`config.mk`:
```
export PLATFORM = sky130hd
export DESIGN_NAME = sar_seq_ctrl
export DESIGN_NICKNAME = d
export VERILOG_FILES = /design/src/rtl/sar_seq_pkg.sv /design/src/rtl/sar_edge_det.sv /design/src/rtl/sar_seq_fsm.sv /design/src/rtl/sar_trial_reg.sv /design/src/rtl/sar_switch_drv.sv /design/src/rtl/sar_seq_ctrl.sv
export SDC_FILE = /design/constraint.sdc
export NUM_CORES = 1
export LEC_CHECK = 0
export BUFFER_PORTS_ARGS = -buffer_cell sky130_fd_sc_hd__buf_4
export CORE_MARGIN = 10
export CORE_UTILIZATION = 50
export DETAILED_ROUTE_END_ITERATION = 6
export PLACE_DENSITY = 0.84
export SYNTH_ARGS = -nofsm -noshare
export SYNTH_HDL_FRONTEND = slang
export SYNTH_SLANG_ARGS = --single-unit
```
`constraint.sdc`:
```
create_clock -name clk -period 2.5 [get_ports clk]
set_clock_uncertainty 0.15 [all_clocks]
set_input_delay 0 -clock clk [delete_from_list [all_inputs] [get_ports clk]]
set_output_delay 0 -clock clk [all_outputs]
set_load 0.03 [all_outputs]
```
`src/rtl/sar_seq_pkg.sv`:
```
package sar_seq_pkg;
   typedef enum logic [2:0] {
      ST_ACQ   = 3'd0,
      ST_OPEN  = 3'd1,
      ST_GND   = 3'd2,
      ST_TRIAL = 3'd3,
      ST_DONE  = 3'd4
   } seq_state_t;
endpackage

```
`src/rtl/sar_edge_det.sv`:
```
module sar_edge_det #(
   parameter bit RISING = 1'b1
) (
   input  logic clk,
   input  logic rst,
   input  logic din,
   output logic pulse
);
   logic din_q;

   always_ff @(posedge clk) begin
      if (rst) din_q <= 1'b0;
      else     din_q <= din;
   end

   generate
      if (RISING) begin : g_rise
         assign pulse = din & ~din_q;
      end else begin : g_fall
         assign pulse = ~din & din_q;
      end
   endgenerate
endmodule

```
`src/rtl/sar_seq_fsm.sv`:
```
module sar_seq_fsm
   import sar_seq_pkg::*;
(
   input  logic       clk,
   input  logic       rst,
   input  logic       start_pulse,
   input  logic       last_trial,
   output seq_state_t state,
   output logic       load_msb,
   output logic       step,
   output logic       busy,
   output logic       valid
);
   seq_state_t nxt;

   always_comb begin
      nxt = state;
      unique case (state)
         ST_ACQ, ST_DONE: nxt = start_pulse ? ST_OPEN : ST_ACQ;
         ST_OPEN:         nxt = ST_GND;
         ST_GND:          nxt = ST_TRIAL;
         ST_TRIAL:        nxt = last_trial ? ST_DONE : ST_TRIAL;
         default:         nxt = ST_ACQ;
      endcase
   end

   always_ff @(posedge clk) begin
      if (rst) state <= ST_ACQ;
      else     state <= nxt;
   end

   assign load_msb = (state == ST_GND);
   assign step     = (state == ST_TRIAL);
   assign busy     = (state == ST_OPEN) || (state == ST_GND) || (state == ST_TRIAL);
   assign valid    = (state == ST_DONE);
endmodule

```
`src/rtl/sar_trial_reg.sv`:
```
module sar_trial_reg #(
   parameter int NBITS = 16
) (
   input  logic             clk,
   input  logic             rst,
   input  logic             load,
   input  logic             step,
   input  logic             cmp_ge,
   output logic [NBITS-1:0] trial,
   output logic [NBITS-1:0] mask,
   output logic             last,
   output logic [NBITS-1:0] result
);
   localparam logic [NBITS-1:0] TOP_BIT = {1'b1, {(NBITS-1){1'b0}}};

   logic [NBITS-1:0] decided;

   // keep the tentative bit when the positive node wins, drop it otherwise
   always_comb begin
      decided = cmp_ge ? trial : (trial & ~mask);
   end

   assign last = mask[0];

   always_ff @(posedge clk) begin
      if (rst) begin
         trial  <= '0;
         mask   <= '0;
         result <= '0;
      end else if (load) begin
         trial <= TOP_BIT;
         mask  <= TOP_BIT;
      end else if (step) begin
         trial <= decided | (mask >> 1);
         mask  <= mask >> 1;
         if (mask[0]) result <= decided;
      end
   end
endmodule

```
`src/rtl/sar_switch_drv.sv`:
```
module sar_switch_drv
   import sar_seq_pkg::*;
#(
   parameter int NBITS = 16
) (
   input  seq_state_t       state,
   input  logic [NBITS-1:0] trial,
   input  logic [NBITS-1:0] mask,
   output logic             samp_pos,
   output logic             samp_neg,
   output logic [NBITS-1:0] in_pos,
   output logic [NBITS-1:0] in_neg,
   output logic [NBITS-1:0] ref_pos,
   output logic [NBITS-1:0] ref_neg
);
   logic [NBITS-1:0] active;

   // a position is active once the bit under test is at or below it
   generate
      for (genvar k = 0; k < NBITS; k++) begin : g_act
         assign active[k] = |mask[k:0];
      end
   endgenerate

   always_comb begin
      samp_pos = 1'b0;
      samp_neg = 1'b0;
      in_pos   = '0;
      in_neg   = '0;
      ref_pos  = '0;
      ref_neg  = '0;
      unique case (state)
         ST_ACQ, ST_DONE: begin
            samp_pos = 1'b1;
            samp_neg = 1'b1;
            in_pos   = '1;
            in_neg   = '1;
         end
         ST_OPEN: begin
            in_pos = '1;
            in_neg = '1;
         end
         ST_GND: begin
         end
         ST_TRIAL: begin
            ref_pos = trial & active;
            ref_neg = ~trial & active;
         end
         default: begin
         end
      endcase
   end
endmodule

```
`src/rtl/sar_seq_ctrl.sv`:
```
module sar_seq_ctrl
   import sar_seq_pkg::*;
#(
   parameter int NBITS = 16
) (
   input  logic             clk,
   input  logic             rst,
   input  logic             conv_req,
   input  logic             cmp_ge,
   output logic             samp_sw_pos,
   output logic             samp_sw_neg,
   output logic [NBITS-1:0] arr_to_in_pos,
   output logic [NBITS-1:0] arr_to_in_neg,
   output logic [NBITS-1:0] arr_to_ref_pos,
   output logic [NBITS-1:0] arr_to_ref_neg,
   output logic             busy,
   output logic             conv_valid,
   output logic [NBITS-1:0] code
);
   generate
      if (NBITS < 2 || NBITS > 32) begin : g_bad_width
         $error("sar_seq_ctrl: NBITS must lie in 2..32");
      end
   endgenerate

   seq_state_t       state;
   logic             start_pulse;
   logic             load_msb;
   logic             step;
   logic             last_trial;
   logic [NBITS-1:0] trial;
   logic [NBITS-1:0] mask;

   sar_edge_det #(.RISING(1'b1)) u_edge (
      .clk   (clk),
      .rst   (rst),
      .din   (conv_req),
      .pulse (start_pulse)
   );

   sar_seq_fsm u_fsm (
      .clk         (clk),
      .rst         (rst),
      .start_pulse (start_pulse),
      .last_trial  (last_trial),
      .state       (state),
      .load_msb    (load_msb),
      .step        (step),
      .busy        (busy),
      .valid       (conv_valid)
   );

   sar_trial_reg #(.NBITS(NBITS)) u_trial (
      .clk    (clk),
      .rst    (rst),
      .load   (load_msb),
      .step   (step),
      .cmp_ge (cmp_ge),
      .trial  (trial),
      .mask   (mask),
      .last   (last_trial),
      .result (code)
   );

   sar_switch_drv #(.NBITS(NBITS)) u_sw (
      .state    (state),
      .trial    (trial),
      .mask     (mask),
      .samp_pos (samp_sw_pos),
      .samp_neg (samp_sw_neg),
      .in_pos   (arr_to_in_pos),
      .in_neg   (arr_to_in_neg),
      .ref_pos  (arr_to_ref_pos),
      .ref_neg  (arr_to_ref_neg)
   );
endmodule

```
# == Yosys cells after proc, flatten, opt, wreduce, memory -nomap -nowiden ==
# Cells that the tools add are included.
# W data, S select, Z words.
# word_totals
elab_cells,55
in_bits,4
out_inout_bits,84
register_bits,52
# classes
n_reduce_logical,23
bitwise_logic,9
eq_ne,4
n_mux,12
# ops
op,n
$mux W16,8
$and A16 B16 Y16,3
$not A16 Y16,2
$or A16 B15 Y16,1
$reduce_or A16 Y1,1
$reduce_or A15 Y1,1
$reduce_or A14 Y1,1
$reduce_or A13 Y1,1
$pmux W3 S4,1
$reduce_or A12 Y1,1
$reduce_or A11 Y1,1
$reduce_or A10 Y1,1
$reduce_or A9 Y1,1
$reduce_or A8 Y1,1
$reduce_or A7 Y1,1
$eq A3 B2 Y1 const B,2
$reduce_or A2 Y1,3
$reduce_or A3 Y1,2
$reduce_or A6 Y1,1
$reduce_or A5 Y1,1
$reduce_or A4 Y1,1
$eq A3 B1 Y1 const B,1
$eq A3 B3 Y1 const B,1
$logic_not A3 Y1,1
other kinds (7),10

# == Logic depth before layout (Yosys ltp) ==
# Gate-level depths: netlist of run 1.
# depth
ltp_word,6
mapped_depth,6
mapped_depth_nobuf,3

# == Cells and area by module ==
# Synthesis of run 1 repeated with hierarchy kept, for this count alone.
# unflattened
hier_cells,337
hier_area_um2,2655.0
# modules_own_cells
mod,n_inst,area_per_inst_um2,seq_area_each_um2,cells_per_inst
sar_trial_reg,1,1833.0,960.9,212
sar_switch_drv,1,636.9,0.0,105
sar_seq_fsm,1,137.6,60.1,17
sar_edge_det,1,47.5,20.0,3

# == Worst setup path before layout of run 1 ==
# No wires, ideal clock.
# synth_timing
kind,register to output
startpoint,reg u_fsm.state[2]
endpoint,out arr_to_in_neg[10]
path_buffers,2
path_stages_with_launch,4
arrival_ps,2433
required_time_ps,2350
slack_ps,-83
path_cell_list,dfxtp_1 > clkbuf_1 > a21oi_1 > buf_4
# synth_via
elab_chain_cells,3
elab_cells_between_ends,5
classes_between,eq/ne (2); mux (1); reduce/logical (2)
# synth_rtl
element,line_no,source
from (decl),sar_seq_fsm.sv:8,"output seq_state_t state,"
from (signal assigned),sar_seq_fsm.sv:29,else state <= nxt;
$eq A3 B3 Y1 (tied with other cells),sar_switch_drv.sv:32,unique case (state)
$reduce_or A3 Y1 (no line) *,n/a,
$mux W16 *,sar_switch_drv.sv:32,
to (decl),sar_seq_ctrl.sv:13,"output logic [NBITS-1:0] arr_to_in_neg,"
# Every way passes the cells marked *; elsewhere a longest branch is shown, timed or not.

# == Final worst setup path of run 1 ==
# layout_timing
startpoint,reg u_trial.mask[3]
endpoint,out arr_to_ref_neg[10]
# layout_via
elab_chain_cells,3
# layout_rtl
element,line_no,source
from (decl),sar_trial_reg.sv:10,"output logic [NBITS-1:0] mask,"
from (signal assigned),sar_trial_reg.sv:35,mask <= mask >> 1;
$reduce_or A11 Y1,sar_switch_drv.sv:21,assign active[k] = |mask[k:0];
$and A16 B16 Y16,sar_switch_drv.sv:47,ref_neg = ~trial & active;
$mux W16,sar_switch_drv.sv:32,
to (decl),sar_seq_ctrl.sv:15,"output logic [NBITS-1:0] arr_to_ref_neg,"
# No other way between the ends.

==> out/metrics.cfg, run 1 <==
[outcome]
status = finished, final reports clean

[floorplan]
die_x_um = 91.8
die-area_mm2 = 0.00843
initial_utilization_pct = 51.1
die_y_um = 91.8
io_pins = 88
core_mm2 = 0.00504
rows = 26

[clock_tree]
cts_resized = 0
cts_tree = built
cts_sinks = 52
root_buffer = clkbuf_8
cts-buffers-inserted = 5
cts_buffer_depth = 2
path_clk_slew_ps = 80
clk_latency_ps = 300
htree_levels = 2

[synthesis]
syn-instance-count = 335
async_flop_share_pct = 0
synth_edf_count = 0
synth-seq-cells = 52
synthFlopType = dfxtp_1
yosysWarnings = 0
syn_nets = 339
yosysSeqAreaShare_pct = 40.4
syn_area_mm2 = 0.00258
post_synth_num_cell_types = 33
avgSynthCellArea_um2 = 7.70

[cells_and_area]
drive_gt1_share_pct = 27.0
antenna_cells = 0
final_cells = 452
nets = 385
seq_area_mm2 = 0.00104
area_growth_pct = 22.4
fill_cells = 461
fin_area_mm2 = 0.00316
multi_input_area_mm2 = 0.00118

[placement]
portBuffers = 87
place_inst = 439
gp_congestion = 0.838
dpl.hpwl_mm = 5.02
dpl_cell_area_mm2 = 0.00302

[worst_setup_path]
reg2reg_depth = 3
reg2reg_to = u_trial.trial[8]
setup.worst_path.end = arr_to_ref_neg[10]
r2r_start = u_fsm.state[0]
required_ps = 2350
end_kind = output port
startpoint = u_trial.mask[3]
cp_max_fo = 9
critPathLaunchType = flop
path_class = flop to output port
r2r_slack_ps = 450
arrival_ps = 2080

[global_route]
antenna_found_initial = 0
grt_pass1_wl_mm = 11.0
grt_overflow = 0
track_usage_pct = 15.6
grt_max_degree = 44
grt_pass1_vias = 2221

[pwr]
p_leak_nw = 1.18
power_density_mw_per_mm2 = 576
power.total_mw = 1.82
vdd_drop_max_v = 0.000427

[job]
drv_cap = 0

[detailed_routing]
drt_wl_total_mm = 6.96
vias = 2460
postRouteAntennaNets = 0
initialDrtViolationCount = 291
drc = 0
avgViaCountPerCell = 5.44
drtPass1Iterations = 5
wl_per_cell_um = 15.4

[sta]
max_freq_mhz = 448
min_period_ps = 2230
drv_slew = 0
period_share_pct = 89.3
finalSetupViolCount = 0
max-slew-margin-rel_pct = 28.2
finalSetupTns_ps = 0
hold_viol = 0
rsz0062_at_grt = no
tightest_slew_ps = 1070

[min_path]
min_path_type = flop to flop
worstHoldStart = u_trial.result[7]

==> timing repair <==
item,CTS,global route
hold buffers,4,0
setup buffers,0,1
setup endpoints to repair,0,10
hold endpoints to repair,22,0
==> sequential cells by signal, summed over array words and instances, names as in the netlist <==
register,flops
u_edge.din_q,1
u_fsm.state,3
u_trial.mask,16
u_trial.result,16
u_trial.trial,16
==> routing by layer <==
layer | vias to the layer above | routed length [um] | GRT usage (%)
li1 | 1227 | - | -
met1 | 1118 | 3010 | 18.9
met2 | 103 | 3340 | 26.2
met3 | 12 | 482 | 4.24
met4 | 0 | 116 | 5.14
met5 | - | 0 | 0
==> stage by stage <==
step / setup WS [ps] / util [%] / hold WS, ps
CTS: 7.58 / 62.4 / 307
global placement: 397 / 59.9 / 78.8
floorplan: 519 / - / -78.4
finish: 267 / 62.6 / 304
global route: 182 / 62.6 / 325
detailed placement: 351 / 59.9 / 83.5
==> cell usage after synthesis, types with 4 or more instances <==
library cell  instances  area share [%]
nand2b_1             15             3.6
nand3_1              14             2.7
clkbuf_1             22             3.2
a21oi_1              51             9.9
buf_4                32             9.3
dfxtp_1              52              40
a311oi_1             16             5.4
or3_1                 4            0.97
nor2_1               20             2.9
nor4_1                4            0.97
nor3_1               11             2.1
nand2_1              57             8.3
==> worst min-delay path by stage <==
stage | cells past startpoint | slack (ps) | end
floorplan | 1 | -80 | u_edge.din_q
global placement | 2 | 80 | u_edge.din_q
detailed placement | 2 | 80 | u_edge.din_q
CTS | 2 | 310 | u_trial.result[7]
global route | 2 | 330 | u_trial.result[13]
finish | 2 | 300 | u_trial.result[7]
==> kinds of logic after synthesis <==
| logic type | synth area share, % |
|---|---|
| and+or+nand+nor | 26.7 |
| AOI/OAI and AO/OA | 18.8 |
| buffers and inverters | 14.2 |
| DFF | 40.4 |
==> final cells by class <==
cell class	instances	share of cell area, %
repair buffers	98	23.6
well taps	70	2.78
multi-input cells	221	37.4
clock buffers	8	2.85
flip-flops and latches	52	33.0
inverters	3	0.357
==> placed cells by master (no fill, tap or decap) <==
master / instances
a211oi_1: 3
a21oi_1: 50
a21oi_2: 1
a221oi_1: 1
a311oi_1: 16
a31oi_1: 2
and2_1: 2
and3_1: 3
and3b_1: 1
and4b_1: 1
buf_4: 94
clkbuf_1: 2
clkbuf_8: 6
dfxtp_1: 52
dlygate4sd3_1: 4
inv_1: 3
nand2_1: 57
nand2b_1: 15
nand3_1: 14
nand3b_1: 1
nand4b_1: 1
nor2_1: 20
nor2b_1: 2
nor3_1: 11
nor3b_1: 2
nor4_1: 4
nor4_4: 1
o211ai_1: 2
o21ai_0: 3
o21bai_2: 1
o31ai_1: 1
or3_1: 4
or4_1: 2
==> where the power goes <==
| group | internal, mW | leakage (nW) | switching (mW) |
|---|---|---|---|
| Combinational | 0.147 | 0.713 | 0.326 |
| Clock | 0.226 | 0.0455 | 0.257 |
| Sequential | 0.839 | 0.420 | 0.0212 |
| Total | 1.21 | 1.18 | 0.605 |
==> worst max-delay path, cell delays in order (launching register included) <==
cell	delay (ps)
dfxtp_1	390
or4_1	680
nor4_1	430
nor3_1	100
buf_4	180
Note: power is estimated with default switching activity, not from simulation.
==> run 2, diff against run 1 <==
--- a/config.mk
+++ b/config.mk
@@ -7,8 +7,10 @@
 export LEC_CHECK = 0
 export BUFFER_PORTS_ARGS = -buffer_cell sky130_fd_sc_hd__buf_4
+export CELL_PAD_IN_SITES_DETAIL_PLACEMENT = 0
+export CELL_PAD_IN_SITES_GLOBAL_PLACEMENT = 1
 export CORE_MARGIN = 10
-export CORE_UTILIZATION = 50
+export CORE_UTILIZATION = 35
 export DETAILED_ROUTE_END_ITERATION = 6
-export PLACE_DENSITY = 0.84
+export PLACE_DENSITY = 0.83
 export SYNTH_ARGS = -nofsm -noshare
 export SYNTH_HDL_FRONTEND = slang
==> constraint.sdc (replaced) <==
create_clock -name clk -period 2.5 [get_ports clk]
set_clock_uncertainty 0.15 [all_clocks]
set_input_delay 0.5 -clock clk [delete_from_list [all_inputs] [get_ports clk]]
set_output_delay 0.5 -clock clk [all_outputs]
set_load 0.03 [all_outputs]
==> run 2 against run 1 <==
  * Sequential share of layout area down 1.1 points
  * Via count down 0.12%
  * Cell area up 3.8%
  * Combinational power about the same
  * Final cell count up 7.1%
  * Critical endpoint is now arr_to_ref_neg[15]
  * Sequential power about the same
  * Worst setup slack worse by 330 ps
  * Die area up 33%
  * The flow now finishes with violations (setup timing)
  * Power up 1.2%
  * Non-clock buffer count up 4
  * Core utilization down 17 points
==> out/metrics.cfg, run 2 (same netlist as run 1, synthesis figures left out) <==
[outcome]
status = complete, but fails checks
violations = setup timing

[job]
drv_cap = 0  ; unchanged

[cells_and_area]
nets = 389  ; +1.0%
area_growth_pct = 27.0
final_cells = 484  ; +7.1%
final_common_cell = buf_4
drive_gt1_share_pct = 31.2  ; +4.2 points
top_regs = u_trial.mask x16, u_trial.result x16, u_trial.trial x16
antenna_cells = 0  ; unchanged
layout_common_cells = buf_4 (98), nand2_1 (57), a21oi_1 (50)
final_util_pct = 45.4  ; -17 points

[clock_tree]
cts_sinks = 52  ; unchanged
cts-buffers-inserted = 5  ; unchanged
clk_latency_ps = 300  ; about the same
cts_tree = built
root_buffer = clkbuf_8
cts_buffer_depth = 2  ; unchanged
htree_levels = 2  ; unchanged
path_clk_slew_ps = 90  ; about the same
cts_hold_buf = 0  ; -4

[min_path]
min_path_type = input pin to flop

[sta]
drv_slew = 0  ; unchanged
min_period_ps = 2560  ; +330 ps
period_share_pct = 103  ; +13 points
max-slew-margin-rel_pct = 20.2  ; -8.0 points
hold_viol = 0  ; unchanged
max_freq_mhz = 390  ; -13%
rsz0062_at_grt = yes
finalSetupViolCount = 14  ; +14
finalSetupTns_ps = -420  ; -420 ps
tightest_slew_ps = 1200  ; +124 ps
setup_slack_ps = -62.6  ; -330 ps

[detailed_routing]
drc = 0  ; unchanged
postRouteAntennaNets = 0  ; unchanged
drtPass1Iterations = 4  ; -1
initialDrtViolationCount = 173  ; -41%
drt_wl_total_mm = 7.32  ; +5.2%
avgViaCountPerCell = 5.08  ; -6.7%
wl_per_cell_um = 15.1  ; -1.8%
vias = 2457  ; -0.12%

[worst_setup_path]
slowest_stage = or4_4
path_cells = or4_4 -> nor4_4 -> buf_6 -> a311oi_1 -> buf_4
critPathTopFamily = simple AND/OR/NAND/NOR gates
arrival_ps = 1910  ; -170 ps
path_class = flop to output port
end_kind = output port
critPathLaunchType = flop
worst-path-buf-inv = 2  ; +1
required_ps = 1850  ; -500 ps
cp_max_fo = 10  ; +1
critPathMaxStageDelay_ps = 570  ; -110 ps

[floorplan]
die_x_um = 106  ; +15%
die_y_um = 106  ; +15%
rows = 31  ; +19%
die-area_mm2 = 0.0112  ; +33%
initial_utilization_pct = 35.7  ; -15 points
core_mm2 = 0.00721  ; +43%
io_pins = 88  ; unchanged

[pwr]
p_leak_nw = 1.22  ; +3.4%
power_density_mw_per_mm2 = 561  ; -2.5%
vdd_drop_max_v = 0.000220  ; -48%

[placement]
portBuffers = 87  ; unchanged
place_inst = 476  ; +8.4%
gp_congestion = 0.779  ; -7.0%
dpl.hpwl_mm = 5.23  ; +4.2%

[global_route]
grt_max_degree = 44  ; unchanged
grt_pass1_vias = 2280  ; +2.7%
track_usage_pct = 12.4  ; -3.2 points
antenna_found_initial = 0  ; unchanged
grt_overflow = 0  ; unchanged
grt_pass1_wl_mm = 11.7  ; +6.5%

run 2: cell count changes in the layout (fill, tap and decap cells not counted), sizes merged:
| cell | before | now |
|---|---|---|
| clkbuf | 8 | 7 |
| buf | 94 | 102 |
| dlygate4sd3 | 4 | 0 |
run 2: metrics by stage:
stage	hold slack [ps]	power, mW	instance area, um^2	setup slack, ps
global placement	290	1.35	3140	160
CTS	271	1.86	3260	-87.9
floorplan	311	1.28	2580	18.7
finish	272	1.84	3280	-62.6
global route	275	1.92	3280	-140
detailed placement	298	1.36	3140	127
run 2: final timing paths:
check | slack (ps) | start | endpoint | cells after the start
hold reg to reg | 300 | u_trial.result[3] | u_trial.result[3] | 2
setup / recovery | -60 | u_trial.mask[3] | arr_to_ref_neg[15] | 5
setup reg to reg | 260 | u_fsm.state[2] | u_trial.trial[6] | 4
hold / removal | 270 | conv_req | u_edge.din_q | 2
run 2: layout make-up:
type | count | area (um^2)
multi-input cells | 221 | 1200
fillers | 757 | 3940
inverters | 3 | 11.3
repair buffers | 102 | 798
flip-flops and latches | 52 | 1040
clock buffers | 7 | 96.3
well taps | 99 | 124
run 2: power breakdown:
group | switching (mW) | total (mW) | internal [mW]
Sequential | 0.0214 | 0.862 | 0.841
Combinational | 0.324 | 0.471 | 0.147
Clock | 0.258 | 0.505 | 0.247
run 2: repair_timing:
item / CTS / global route
pin swaps: 0 / 0
setup buffers: 0 / 1
gates resized for setup: 5 / 5
endpoints found under the setup margin: 18 / 20
run 2: metal layers:
layer | vias to the layer above | global-route usage (%) | part of all wire, %
li1 | 1234 | - | -
met1 | 1145 | 14.9 | 43
met2 | 71 | 20.9 | 49
met3 | 7 | 4.20 | 7.0
met4 | 0 | 3.09 | 0.83
met5 | - | 0 | 0
==> run 3, diff against run 2 <==
CORE_UTILIZATION = 36   (was 35)
HOLD_SLACK_MARGIN = 0.02   (was not set)
PLACE_DENSITY = 0.84   (was 0.83)
SYNTH_HIERARCHICAL = 1   (was not set)
==> run 3 against run 2 <==
  * The run still ends with setup timing left
  * Core utilization up 2.2 points
  * Via count rose by 2.4%
  * Non-clock buffer count is 8 higher
  * Final cell count rose by 3.5%
  * Fmax grew 0.29%
  * Highest routed layer unchanged
==> out/metrics.cfg, run 3 <==
[outcome]
status = complete, but fails checks
violations = setup timing

[synthesis]
yosysWarnings = 6  ; +6
ys_top_cells_by_count = nand2_1 (58), a21oi_1 (54), dfxtp_1 (52)
synth-seq-cells = 52  ; unchanged
yosysMostFrequentCell = nand2_1
syn-instance-count = 337  ; +0.60%
syn_nets = 341  ; +0.59%
synth_top_area_share_pct = 39.2  ; -1.2 points
synthFlopType = dfxtp_1
synth_area_leaders = dfxtp_1 (39%), a21oi_1 (10%), buf_4 (10%)
post_synth_num_cell_types = 34  ; +3.0%
avgSynthCellArea_um2 = 7.88  ; +2.3%
async_flop_share_pct = 0  ; unchanged
yosysSeqAreaShare_pct = 39.2  ; -1.2 points
synth_top_area_cell = dfxtp_1
synth_edf_count = 0  ; unchanged
syn_area_mm2 = 0.00266  ; +3.0%

[pwr]
power_frac_comb_pct = 17.9  ; -7.7 points
p_leak_nw = 1.29  ; +5.9%
p_sw_uw = 506  ; -16%
internal_power_mw = 1.24  ; +0.20%
pwr-share-seq_pct = 48.5  ; +1.6 points
pwr-share-clk_pct = 33.7  ; +6.2 points
power_density_mw_per_mm2 = 507  ; -9.6%
power_switching_share_pct = 29.0  ; -3.8 points
vdd_drop_max_v = 0.000237  ; +7.5%

[sta]
max_freq_mhz = 391  ; +0.29%
drv_slew = 0  ; unchanged
tightest_slew_ps = 720  ; -476 ps
finalSetupTns_ps = -275  ; +145 ps
max-slew-margin-rel_pct = 52.0  ; +32 points
setup_slack_ps = -55.2  ; +7.36 ps
period_share_pct = 102  ; -0.29 points
min_period_ps = 2560  ; -7.36 ps
finalSetupViolCount = 9  ; -5
rsz0062_at_grt = yes
hold_viol = 0  ; unchanged

[worst_setup_path]
setup.worst_path.end = arr_to_ref_pos[14]
end_kind = output port
cp_max_fo = 5  ; -5
reg2reg_depth = 5  ; +1
required_ps = 1850  ; about the same
r2r_start = u_fsm/state[2]
path_class = flop to output port
critPathLaunchType = flop
reg2reg_to = u_trial/result[5]
arrival_ps = 1910  ; about the same
startpoint = u_trial/mask[7]
r2r_slack_ps = 320  ; +60 ps

[cells_and_area]
layout_common_cells = buf_4 (107), nand2_1 (58), a21oi_1 (53)
top_regs = u_trial/mask x16, u_trial/result x16, u_trial/trial x16
area_growth_pct = 29.5
nets = 405  ; +4.1%
drive_gt1_share_pct = 35.6  ; +4.4 points
final_common_cell = buf_4
fill_cells = 753  ; -0.53%
antenna_cells = 0  ; unchanged
seq_area_mm2 = 0.00104  ; unchanged
multi_input_area_mm2 = 0.00130  ; +8.3%
fin_area_mm2 = 0.00344  ; +4.9%

[min_path]
min_path_type = input pin to flop

[job]
drv_cap = 0  ; unchanged

[floorplan]
rows = 31  ; unchanged
io_pins = 88  ; unchanged
die-area_mm2 = 0.0112  ; about the same
die_x_um = 106  ; about the same
die_y_um = 106  ; about the same
initial_utilization_pct = 36.8  ; +1.1 points
core_mm2 = 0.00721  ; unchanged

[detailed_routing]
drc = 0  ; unchanged
drtPass1Iterations = 4  ; unchanged
initialDrtViolationCount = 142  ; -18%
avgViaCountPerCell = 5.02  ; -1.0%
drt_wl_total_mm = 7.78  ; +6.3%
vias = 2517  ; +2.4%
postRouteAntennaNets = 0  ; unchanged
wl_per_cell_um = 15.5  ; +2.7%

[placement]
pre_cts_slack_ps = 49.2  ; -77.6 ps
dpl.hpwl_mm = 5.75  ; +10%
dpl_cell_area_mm2 = 0.00322  ; +2.6%
gp_congestion = 0.803  ; +3.0%
portBuffers = 87  ; unchanged

[global_route]
grt_overflow = 0  ; unchanged
gr-usage-met3_pct = 3.65  ; -0.55 points
grt_pass1_wl_mm = 12.7  ; +7.8%
grt_max_degree = 33  ; -25%
track_usage_pct = 13.4  ; +0.97 points
grt.met1_usage_pct = 17.6  ; +2.7 points
grt_pass1_vias = 2424  ; +6.3%
busiest_layer = met2
gr-usage-met2_pct = 21.5  ; +0.57 points
antenna_found_initial = 0  ; unchanged

[clock_tree]
path_clk_slew_ps = 100  ; about the same
cts-buffers-inserted = 5  ; unchanged
root_buffer = clkbuf_8
cts_hold_buf = 0  ; unchanged
cts_tree = built
cts_sinks = 52  ; unchanged
htree_levels = 2  ; unchanged
clk_latency_ps = 300  ; about the same
cts_buffer_depth = 2  ; unchanged

## run 3: cell types whose count changed in the layout (fill, tap and decap cells not counted), moves of 3 or more
cell and delta:
a21oi_1 +3, buf_4 +9, nor2_2 +3, nor4_1 -4
or3_1 -3
## run 3: cell type report
class                           instances  share of cell area (%)
Timing Repair Buffer                  110                    24.4
Clock buffer                            5                    2.00
Inverter                                4                   0.437
Tap cell                               99                    3.60
Sequential cell                        52                    30.4
Multi-Input combinational cell        228                    37.9
Clock inverter                          3                    1.35
## run 3: cell families after synthesis
logic type,count (synthesis),share of synthesized area (%)
simple gates,149,28.4
compound gates,79,18.0
buf+inv,57,14.4
flops,52,39.2
## run 3: repair_timing
action | CTS | global route
cloned | 0 | 0
resized for setup | 13 | 6
setup endpoints to repair | 19 | 19
pin swaps | 3 | 4
buffers inserted | 3 | 0
hold endpoints to repair | 0 | 0
## run 3: worst min-delay path by stage
stage | start | end | slack [ps] | depth (start not counted)
global route | conv_req | u_edge/din_q | 250 | 2
global placement | u_trial/result[5] | u_trial/result[5] | 290 | 2
finish | conv_req | u_edge/din_q | 260 | 2
detailed placement | u_trial/result[6] | u_trial/result[6] | 300 | 2
CTS | conv_req | u_edge/din_q | 260 | 2
floorplan | u_trial/trial[1] | u_trial/result[1] | 320 | 2
## run 3: power by group through the flow
stage	sequential, mW	combinational, mW	clock (mW)
after floorplan	0.864	0.268	0
after global placement	0.863	0.313	0
after detailed placement	0.864	0.316	0
after CTS	0.845	0.316	0.603
after global routing	0.847	0.330	0.634
final	0.845	0.312	0.587
## run 3: critical path, cell delays in order (launching register included)
cell	delay (ps)
dfxtp_2	330
or4_4	570
nor4b_4	290
buf_4	180
a21oi_1	70
buf_4	170
## run 3: metal layers
layer  vias to the layer above  wire length [um]
li1                       1269                 -
met1                      1165              3470
met2                        79              3700
met3                         4               568
met4                         0                51
met5                         -                 0
## run 3: through the flow
stage / power, mW / utilization [%] / instances / hold slack (ps)
final: 1.74 / 47.6 / 501 / 265
after global routing: 1.81 / 47.6 / 501 / 254
after CTS: 1.76 / 47.2 / 501 / 257
after detailed placement: 1.18 / 44.6 / 490 / 296
after global placement: 1.18 / 44.6 / 490 / 291
after floorplan: 1.13 / - / 337 / 319
